==> src/rtl/spi_port_pkg.sv <==
package spi_port_pkg;

    localparam int BYTE_W = 8;
    localparam int EDGE_N = 2 * BYTE_W;
    localparam int EDGE_W = $clog2(EDGE_N);
    localparam int DIV_W  = 6;
    localparam int SYNC_STAGES = 2;

    typedef enum logic [1:0] {
        SEL_CTRL = 2'd0,
        SEL_STAT = 2'd1,
        SEL_DATA = 2'd2,
        SEL_NONE = 2'd3
    } reg_sel_e;

    typedef struct packed {
        logic       irq_en;
        logic       port_en;
        logic       lsb_first;
        logic       master;
        logic       cpol;
        logic       cpha;
        logic [1:0] rate;
    } ctrl_t;

    typedef struct packed {
        ctrl_t              ctrl;
        logic               done;
        logic               coll;
        logic               armed;
        logic               busy;
        logic [EDGE_W-1:0]  edge_cnt;
        logic               sck;
        logic               sck_prev;
        logic [BYTE_W-1:0]  tx;
        logic [BYTE_W-1:0]  rx;
        logic [BYTE_W-1:0]  rdbuf;
    } port_st_t;

    // Cycles per SCK level minus one: the divide ratio is 4, 16, 64 or 128
    function automatic logic [DIV_W-1:0] half_period_m1(input logic [1:0] rate);
        logic [DIV_W:0] half;
        logic [DIV_W:0] hm1;
        half = (rate == 2'b11) ? (DIV_W+1)'(64) : ((DIV_W+1)'(2) << (2 * rate));
        hm1  = half - 1'b1;
        return hm1[DIV_W-1:0];
    endfunction

endpackage

==> src/rtl/spi_sync.sv <==
module spi_sync #(
    parameter int               WIDTH   = 1,
    parameter int               STAGES  = 2,
    parameter logic [WIDTH-1:0] RST_VAL = '0
) (
    input  logic             clk,
    input  logic             rst_n,
    input  logic [WIDTH-1:0] din,
    output logic [WIDTH-1:0] dout
);
    logic [STAGES-1:0][WIDTH-1:0] stage_d, stage_q;

    generate
        if (STAGES == 1) begin : g_single
            always_comb stage_d = din;
        end else begin : g_chain
            always_comb stage_d = {stage_q[STAGES-2:0], din};
        end
    endgenerate

    always_ff @(posedge clk or negedge rst_n) begin
        if (!rst_n) stage_q <= {STAGES{RST_VAL}};
        else        stage_q <= stage_d;
    end

    assign dout = stage_q[STAGES-1];
endmodule

==> src/rtl/spi_clkdiv.sv <==
module spi_clkdiv #(
    parameter int DIV_W = 6
) (
    input  logic             clk,
    input  logic             rst_n,
    input  logic             run,
    input  logic [DIV_W-1:0] limit,
    output logic             tick
);
    logic [DIV_W-1:0] cnt_d, cnt_q;

    always_comb begin
        tick  = run && (cnt_q == limit);
        cnt_d = cnt_q + 1'b1;
        if (!run || tick) cnt_d = '0;
    end

    always_ff @(posedge clk or negedge rst_n) begin
        if (!rst_n) cnt_q <= '0;
        else        cnt_q <= cnt_d;
    end
endmodule

==> src/rtl/spi_port.sv <==
module spi_port
    import spi_port_pkg::*;
(
    input  logic       clk,
    input  logic       rst_n,
    input  logic [1:0] reg_sel,
    input  logic       rd_en,
    input  logic       wr_en,
    input  logic [7:0] wdata,
    output logic [7:0] rdata,
    input  logic       glb_irq_en,
    output logic       irq,
    input  logic       sck_i,
    output logic       sck_o,
    input  logic       mosi_i,
    output logic       mosi_o,
    input  logic       miso_i,
    output logic       miso_o,
    output logic       miso_oe,
    input  logic       ss_n
);
    localparam logic [EDGE_W-1:0] LAST_EDGE = EDGE_W'(EDGE_N - 1);

    port_st_t st_d, st_q;

    logic       ss_s, sck_s, mosi_s;
    logic       tick;
    logic       mst, slv, slv_sel;
    logic       ctrl_wr, stat_rd, dat_wr, data_acc;
    logic       edge_ev, sample_ev, shift_ev, last_ev;
    logic       coll_set, clr, in_bit, out_bit;

    // external serial inputs, brought into the clock domain
    spi_sync #(
        .WIDTH   (3),
        .STAGES  (SYNC_STAGES),
        .RST_VAL (3'b100)
    ) u_sync (
        .clk   (clk),
        .rst_n (rst_n),
        .din   ({ss_n, sck_i, mosi_i}),
        .dout  ({ss_s, sck_s, mosi_s})
    );

    spi_clkdiv #(
        .DIV_W (DIV_W)
    ) u_div (
        .clk   (clk),
        .rst_n (rst_n),
        .run   (st_q.busy && mst),
        .limit (half_period_m1(st_q.ctrl.rate)),
        .tick  (tick)
    );

    always_comb begin
        st_d = st_q;

        mst     = st_q.ctrl.port_en && st_q.ctrl.master;
        slv     = st_q.ctrl.port_en && !st_q.ctrl.master;
        slv_sel = slv && !ss_s;

        ctrl_wr  = wr_en && (reg_sel_e'(reg_sel) == SEL_CTRL);
        stat_rd  = rd_en && (reg_sel_e'(reg_sel) == SEL_STAT);
        dat_wr   = wr_en && (reg_sel_e'(reg_sel) == SEL_DATA);
        data_acc = (rd_en || wr_en) && (reg_sel_e'(reg_sel) == SEL_DATA);

        // edge events: divider in master mode, observed SCK change in slave mode
        edge_ev   = mst ? (st_q.busy && tick) : (slv_sel && (sck_s != st_q.sck_prev));
        sample_ev = edge_ev && (st_q.edge_cnt[0] == st_q.ctrl.cpha);
        shift_ev  = edge_ev && (st_q.edge_cnt[0] != st_q.ctrl.cpha)
                    && !(st_q.ctrl.cpha && (st_q.edge_cnt == '0));
        last_ev   = edge_ev && (st_q.edge_cnt == LAST_EDGE);

        in_bit  = mst ? miso_i : mosi_s;
        out_bit = st_q.ctrl.lsb_first ? st_q.tx[0] : st_q.tx[BYTE_W-1];

        st_d.sck_prev = sck_s;

        if (sample_ev)
            st_d.rx = st_q.ctrl.lsb_first ? {in_bit, st_q.rx[BYTE_W-1:1]}
                                          : {st_q.rx[BYTE_W-2:0], in_bit};
        if (shift_ev)
            st_d.tx = st_q.ctrl.lsb_first ? (st_q.tx >> 1) : (st_q.tx << 1);

        if (edge_ev) begin
            st_d.edge_cnt = st_q.edge_cnt + 1'b1;
            st_d.busy     = 1'b1;
            if (mst) st_d.sck = ~st_q.sck;
        end
        if (last_ev) begin
            st_d.busy     = 1'b0;
            st_d.edge_cnt = '0;
            st_d.rdbuf    = st_d.rx;
        end

        // data write: start or preload when idle, collision when busy
        coll_set = dat_wr && st_q.ctrl.port_en && st_q.busy;
        if (dat_wr && st_q.ctrl.port_en && !st_q.busy) begin
            st_d.tx = wdata;
            if (mst) begin
                st_d.busy     = 1'b1;
                st_d.edge_cnt = '0;
                st_d.sck      = st_q.ctrl.cpol;
            end
        end

        // slave deselected or port disabled: drop any partial byte
        if ((slv && ss_s) || !st_q.ctrl.port_en) begin
            st_d.busy     = 1'b0;
            st_d.edge_cnt = '0;
        end

        if (ctrl_wr) st_d.ctrl = ctrl_t'(wdata);

        // flag handshake; a set in the same cycle overrides the clear
        clr = st_q.armed && data_acc;
        if (clr) begin
            st_d.done  = 1'b0;
            st_d.coll  = 1'b0;
            st_d.armed = 1'b0;
        end
        if (stat_rd && (st_q.done || st_q.coll)) st_d.armed = 1'b1;
        if (last_ev)  st_d.done = 1'b1;
        if (coll_set) st_d.coll = 1'b1;
    end

    always_ff @(posedge clk or negedge rst_n) begin
        if (!rst_n) st_q <= '0;
        else        st_q <= st_d;
    end

    always_comb begin
        case (reg_sel_e'(reg_sel))
            SEL_CTRL: rdata = st_q.ctrl;
            SEL_STAT: rdata = {st_q.done, st_q.coll, 6'b0};
            SEL_DATA: rdata = st_q.rdbuf;
            default:  rdata = '0;
        endcase
    end

    assign sck_o   = (mst && st_q.busy) ? st_q.sck : st_q.ctrl.cpol;
    assign mosi_o  = (mst && st_q.busy) ? out_bit : 1'b0;
    assign miso_o  = slv_sel ? out_bit : 1'b0;
    assign miso_oe = slv_sel;
    assign irq     = st_q.done && st_q.ctrl.irq_en && glb_irq_en;

endmodule

==> config.mk <==
export PLATFORM = sky130hd
export DESIGN_NAME = spi_port
export DESIGN_NICKNAME = d
export VERILOG_FILES = /design/src/rtl/spi_port_pkg.sv /design/src/rtl/spi_sync.sv /design/src/rtl/spi_clkdiv.sv /design/src/rtl/spi_port.sv
export SDC_FILE = /design/constraint.sdc
export NUM_CORES = 1
export LEC_CHECK = 0
export BUFFER_PORTS_ARGS = -buffer_cell sky130_fd_sc_hd__buf_2
export CAP_MARGIN = 10
export CORE_ASPECT_RATIO = 1.4
export CORE_UTILIZATION = 45
export DETAILED_ROUTE_END_ITERATION = 7
export PLACE_DENSITY = 0.6
export SKIP_CTS_REPAIR_TIMING = 1
export SYNTH_ARGS = -nofsm -noshare
export SYNTH_HDL_FRONTEND = slang
export SYNTH_SLANG_ARGS = --single-unit
==> constraint.sdc <==
create_clock -name clk -period 2.8 [get_ports clk]
set_clock_uncertainty 0.05 [all_clocks]
set_input_delay 0.7 -clock clk [delete_from_list [all_inputs] [get_ports clk]]
set_output_delay 0.7 -clock clk [all_outputs]
set_load 0.02 [all_outputs]
Word level (Yosys, flattened, before mapping). Index checks and enable logic that the tools add are counted. Widths: inputs -> output; s select.

Word-level logic and storage cells: 97. Register bits: 54. Input bits: 19. Output and inout port bits: 13.

Mux-type cells: 24. Equal/unequal tests: 8. Shift-type cells: 1. Add/sub/neg operators: 3. Bitwise gates (word level): 1. Reductions and logical operators: 40.

Operators with widths (count): $mux 8 (5); $mux 6 (5); $logic_and 1x1->1 (24); $pmux 8 s3 (1); $mux 1 (10); $mux 5 (2); $reduce_bool 2->1 (4); $add 6x1->6 const B (1); $eq 6x6->1 (1); $logic_not 1->1 (6); $shl 2x3->6 const A (1); $sub 6x1->6 const B (1); $add 4x1->4 const B (1); $eq 2x2->1 const B (2); $eq 4x4->1 const B (1); $logic_not 4->1 (1); $logic_or 1x1->1 (4); $mux 3 (1); $eq 2x1->1 const B (1); $logic_not 2->1 (1); $ne 1x1->1 (2); $eq 1x1->1 (1); $not 1->1 (1).

Logic depth before layout (Yosys ltp).
Depth after elaboration: 12. Depth in mapped cells: 8. Mapped depth without buffers: 7.

By module. A second synthesis with hierarchy kept.

Cell total of the unflattened synthesis: 275. Area, all modules: 2894.0 µm².

By module, submodules not included: spi_port (seq. area each 1051.0 µm², cells an instance 236, area an instance 2379.8 µm², times used 1); spi_clkdiv (seq. area each 150.1 µm², cells an instance 33, area an instance 361.6 µm², times used 1); spi_sync (seq. area each 152.6 µm², cells an instance 6, area an instance 152.6 µm², times used 1).

Worst setup path after synthesis. No wires, ideal clock.

Kind: input -> output. Start point: input port reg_sel[0]. End point: output port rdata[6]. Setup slack: 0.469 ns. Data arrival time: 1.581 ns. Stages: 3. Path buffers: 1. Required time: 2.050 ns. Cell sequence: buf_1 mux2i_1 o21ai_0.

Longest elaborated chain between the ends: 2. Elaborated cells on any way between the ends: 4. Classes of those cells: 2 x eq/ne; 1 x mux; 1 x reduce/logical.

RTL lines: start: declaration (line spi_port.sv:6) `input logic [1:0] reg_sel,`; $eq 2x2->1 (tied with other cells) (line spi_port.sv:133) `case (reg_sel_e'(reg_sel))`; $pmux 8 s3 * (line spi_port.sv:133); end: declaration (line spi_port.sv:10) `output logic [7:0] rdata,`.

Mark *: on every way between the ends. The rest lies on a longest branch, timed or not.

Worst setup path after layout.
Start point: register st_q[40] (netlist name). End point: output port miso_o.

Longest elaborated chain between the ends: 3.

RTL lines: start: declaration (line spi_port.sv:24) `port_st_t st_d, st_q;`; start signal: assignment (line spi_port.sv:129) `else st_q <= st_d;`; $logic_and 1x1->1 (line spi_port.sv:59) `slv = st_q.ctrl.port_en && !st_q.ctrl.master;`; $logic_and 1x1->1 (line spi_port.sv:60) `slv_sel = slv && !ss_s;`; $mux 1 (line spi_port.sv:143) `assign miso_o = slv_sel ? out_bit : 1'b0;`; end: declaration (line spi_port.sv:18) `output logic miso_o,`.

Every way passes these cells.

==> impl_results.md <==
- Post-Syn Area: 0.002864 sq mm
- CP max stage delay: 510 ps
- Syn-to-layout area delta: 12.28%
- CP endpoint kind: primary output
- CTS Buffer Depth: 2
- Synth top area share: 45.43%
- Number of flops mapped to enable cells by yosys: 0
- HP Class: flip-flop to flip-flop
- DRC: 0
- Die area: 0.006692 sq mm
- Period utilization: 86.43%
- Drt first pass iters: 4
- Slew Limit Fails: 0
- Congestion Overflow GR: 0
- Num rows: 34
- Area contributors post-synth: dfrtp_1 45%, mux2_2 8.3%, mux2i_1 5.9%
- Count leader, synth: dfrtp_1
- Fin. Hold Viols: 0
- N_diodes: 0
- Avg Cell Area, Syn: slightly above 10 sq um
- #FFs+latches synth: 54
- Clock latency on the worst-skew pair: approximately 300 ps
- Gpl congestion: 0.8194
- Setup tns final: 0 ps
- Routed vias: 2225
- Slew @ Worst Pin: 533.5 ps
- Post-route ant nets: 0
- Cts bufs inserted: 5
- # IOs: 32
- Clock slew at reported path FFs: 100 ps
- Slowest CP cell: dfrtp_1
- RSZ-0062 raised after global routing: no
- Post-Route WL: 6.624 mm
- # Max-Cap Violations: 0
- Number of distinct library cells after synthesis: 56
- Die height: around 96 um
- Crit Path Class: flip-flop to primary output
- Total track usage: 21.62%
- Leakage: 1.423 nW
- Pin count of the biggest net entering global routing: 33
- CP Launch Type: flip-flop
- Pwr dens: about 600 mW/mm^2
- Post-DP HPWL: 4.963 mm
- Vias in the first global route: ~2300
- Fmax: 0.4132 GHz
- Cells after Synth: ~280
- CP Max Fanout: 8
- CP bufs+invs: 1
- Final setup fails: 0
- Syn nets: ~300
- Clk Tree Root Cell: clkbuf_8
- Post-synth top area cell: dfrtp_1
- H-tree level count: 2
- Ratio of cells with drive above 1 in the final layout: 26.35%
- Status: complete, no violations
- Worst endpoint required time: 2050 ps
- Worst-path cell chain: or3b_1 -> nor2_1 -> buf_2
- Ys async rst share: 100.0%
- IR drop worst, VDD: 232.9 uV
- Crit path DAT: around 1700 ps
- Routed vias/inst: ~5.7
- Fillcell total: 584
- Initial Util: 46.43%
- PortBufs: 31
- Final Non-Filler Cells: around 390
- Routed wire per std cell: between 15 and 20 um
- Dpl cells: 379
- Most used DFF post-synth: dfrtp_1
- Starting DRT DRC Count: 84
- Post-synth top cells: 52 x dfrtp_1, 34 x nor2_1, 24 x o21ai_0, 22 x nand2_1, 21 x mux2_2
- Initial antenna violation count: 0
- Die width: around 69 um
- Register area share after synthesis: 47.27%
- First-pass GRT wire length: 11.30 mm
- Core footprint: 0.006168 sq mm
- Synth warn: 0
- Clk sinks: between 50 and 60
- CTS tree: built
- Setup ws final: 380.1 ps
- CP top delay family: simple AND/OR/NAND/NOR gates
- Final core occ: roughly 52%
- Post-layout minimum cycle time: 2420 ps
- Slew HR: 64.43%
- Nets: 336
- Setup slack at placement: 498.5 ps
## power breakdown
part / total [mW] / internal, mW / switching (mW)
Clock: 0.443 / 0.200 / 0.243
Combinational: 0.463 / 0.218 / 0.245
Sequential: 1.02 / 0.891 / 0.129
## stage by stage
step	area [sq um]	hold slack (ps)	total power, mW
after global placement	3124	284.6	1.491
after floorplan	2864	281.2	1.333
final	3216	298.4	1.926
after CTS	3216	304.6	1.953
after global routing	3216	318.5	2.053
after detailed placement	3124	286.5	1.501
## area by class of cell
type	instances	area, sq um	area share, %
Clock inverter	1	5.005	0.1556
Inverter	7	26.28	0.8171
Sequential cell	54	1354	42.10
Tap cell	72	90.09	2.802
Timing Repair Buffer	40	235.2	7.315
Multi-Input combinational cell	206	1419	44.12
Clock buffer	7	86.33	2.685
## registers in the layout, summed over array words and instances (netlist names), named ones only
register,count
st_q,41
u_div.cnt_q,6
u_sync.dout,3
u_sync.stage_d,3
## cell usage in the layout, fill, tap and decap left out, types with 6 or more instances in the layout
cell / n
o21ai_0: 24
mux2_2: 21
mux2i_1: 17
buf_4: 8
dfrtp_1: 52
nor2_1: 34
inv_1: 7
buf_2: 31
nand3_1: 7
a21oi_1: 10
clkbuf_8: 6
nand2_1: 22
## worst register-to-register path, stage by stage (launching register included)
cell and delay (ps):
dfrtp_1 460, or4b_4 570, o22ai_4 230, a31oi_4 210, nor2_2 320, mux2_2 380
## cells by family after synthesis
group                    count (synthesis)  share of synthesized area (%)
flip-flops                              54                          47.27
buffers and inverters                   19                          3.189
AND/OR/NAND/NOR                         89                          15.47
adder cells (fa/ha/maj)                  3                          1.311
AO/OA/AOI/OAI                           69                          16.16
XOR/XNOR                                 7                          2.403
multiplexers                            38                          14.20
## worst paths after layout
| check | start | end | slack (ps) | cells past startpoint |
|---|---|---|---|---|
| setup / recovery | st_q[40] | miso_o | 380 | 3 |
| hold / removal | u_sync.stage_d[3] | u_sync.dout[0] | 300 | 0 |
| setup reg to reg | st_q[35] | st_q[6] | 470 | 5 |
| hold reg to reg | u_sync.stage_d[3] | u_sync.dout[0] | 300 | 0 |
| max in group asynchronous | rst_n | st_q[13] | 1830 | 2 |
| min in group asynchronous | rst_n | st_q[41] | 310 | 1 |
## routing by layer
| layer | global-route usage (%) | share of wire, % |
|---|---|---|
| met5 | 0 | 0 |
| met4 | 9.524 | 1.8 |
| met3 | 2.593 | 3.1 |
| met2 | 37.30 | 51 |
| met1 | 27.46 | 44 |
(Power assumes the default switching activity.)
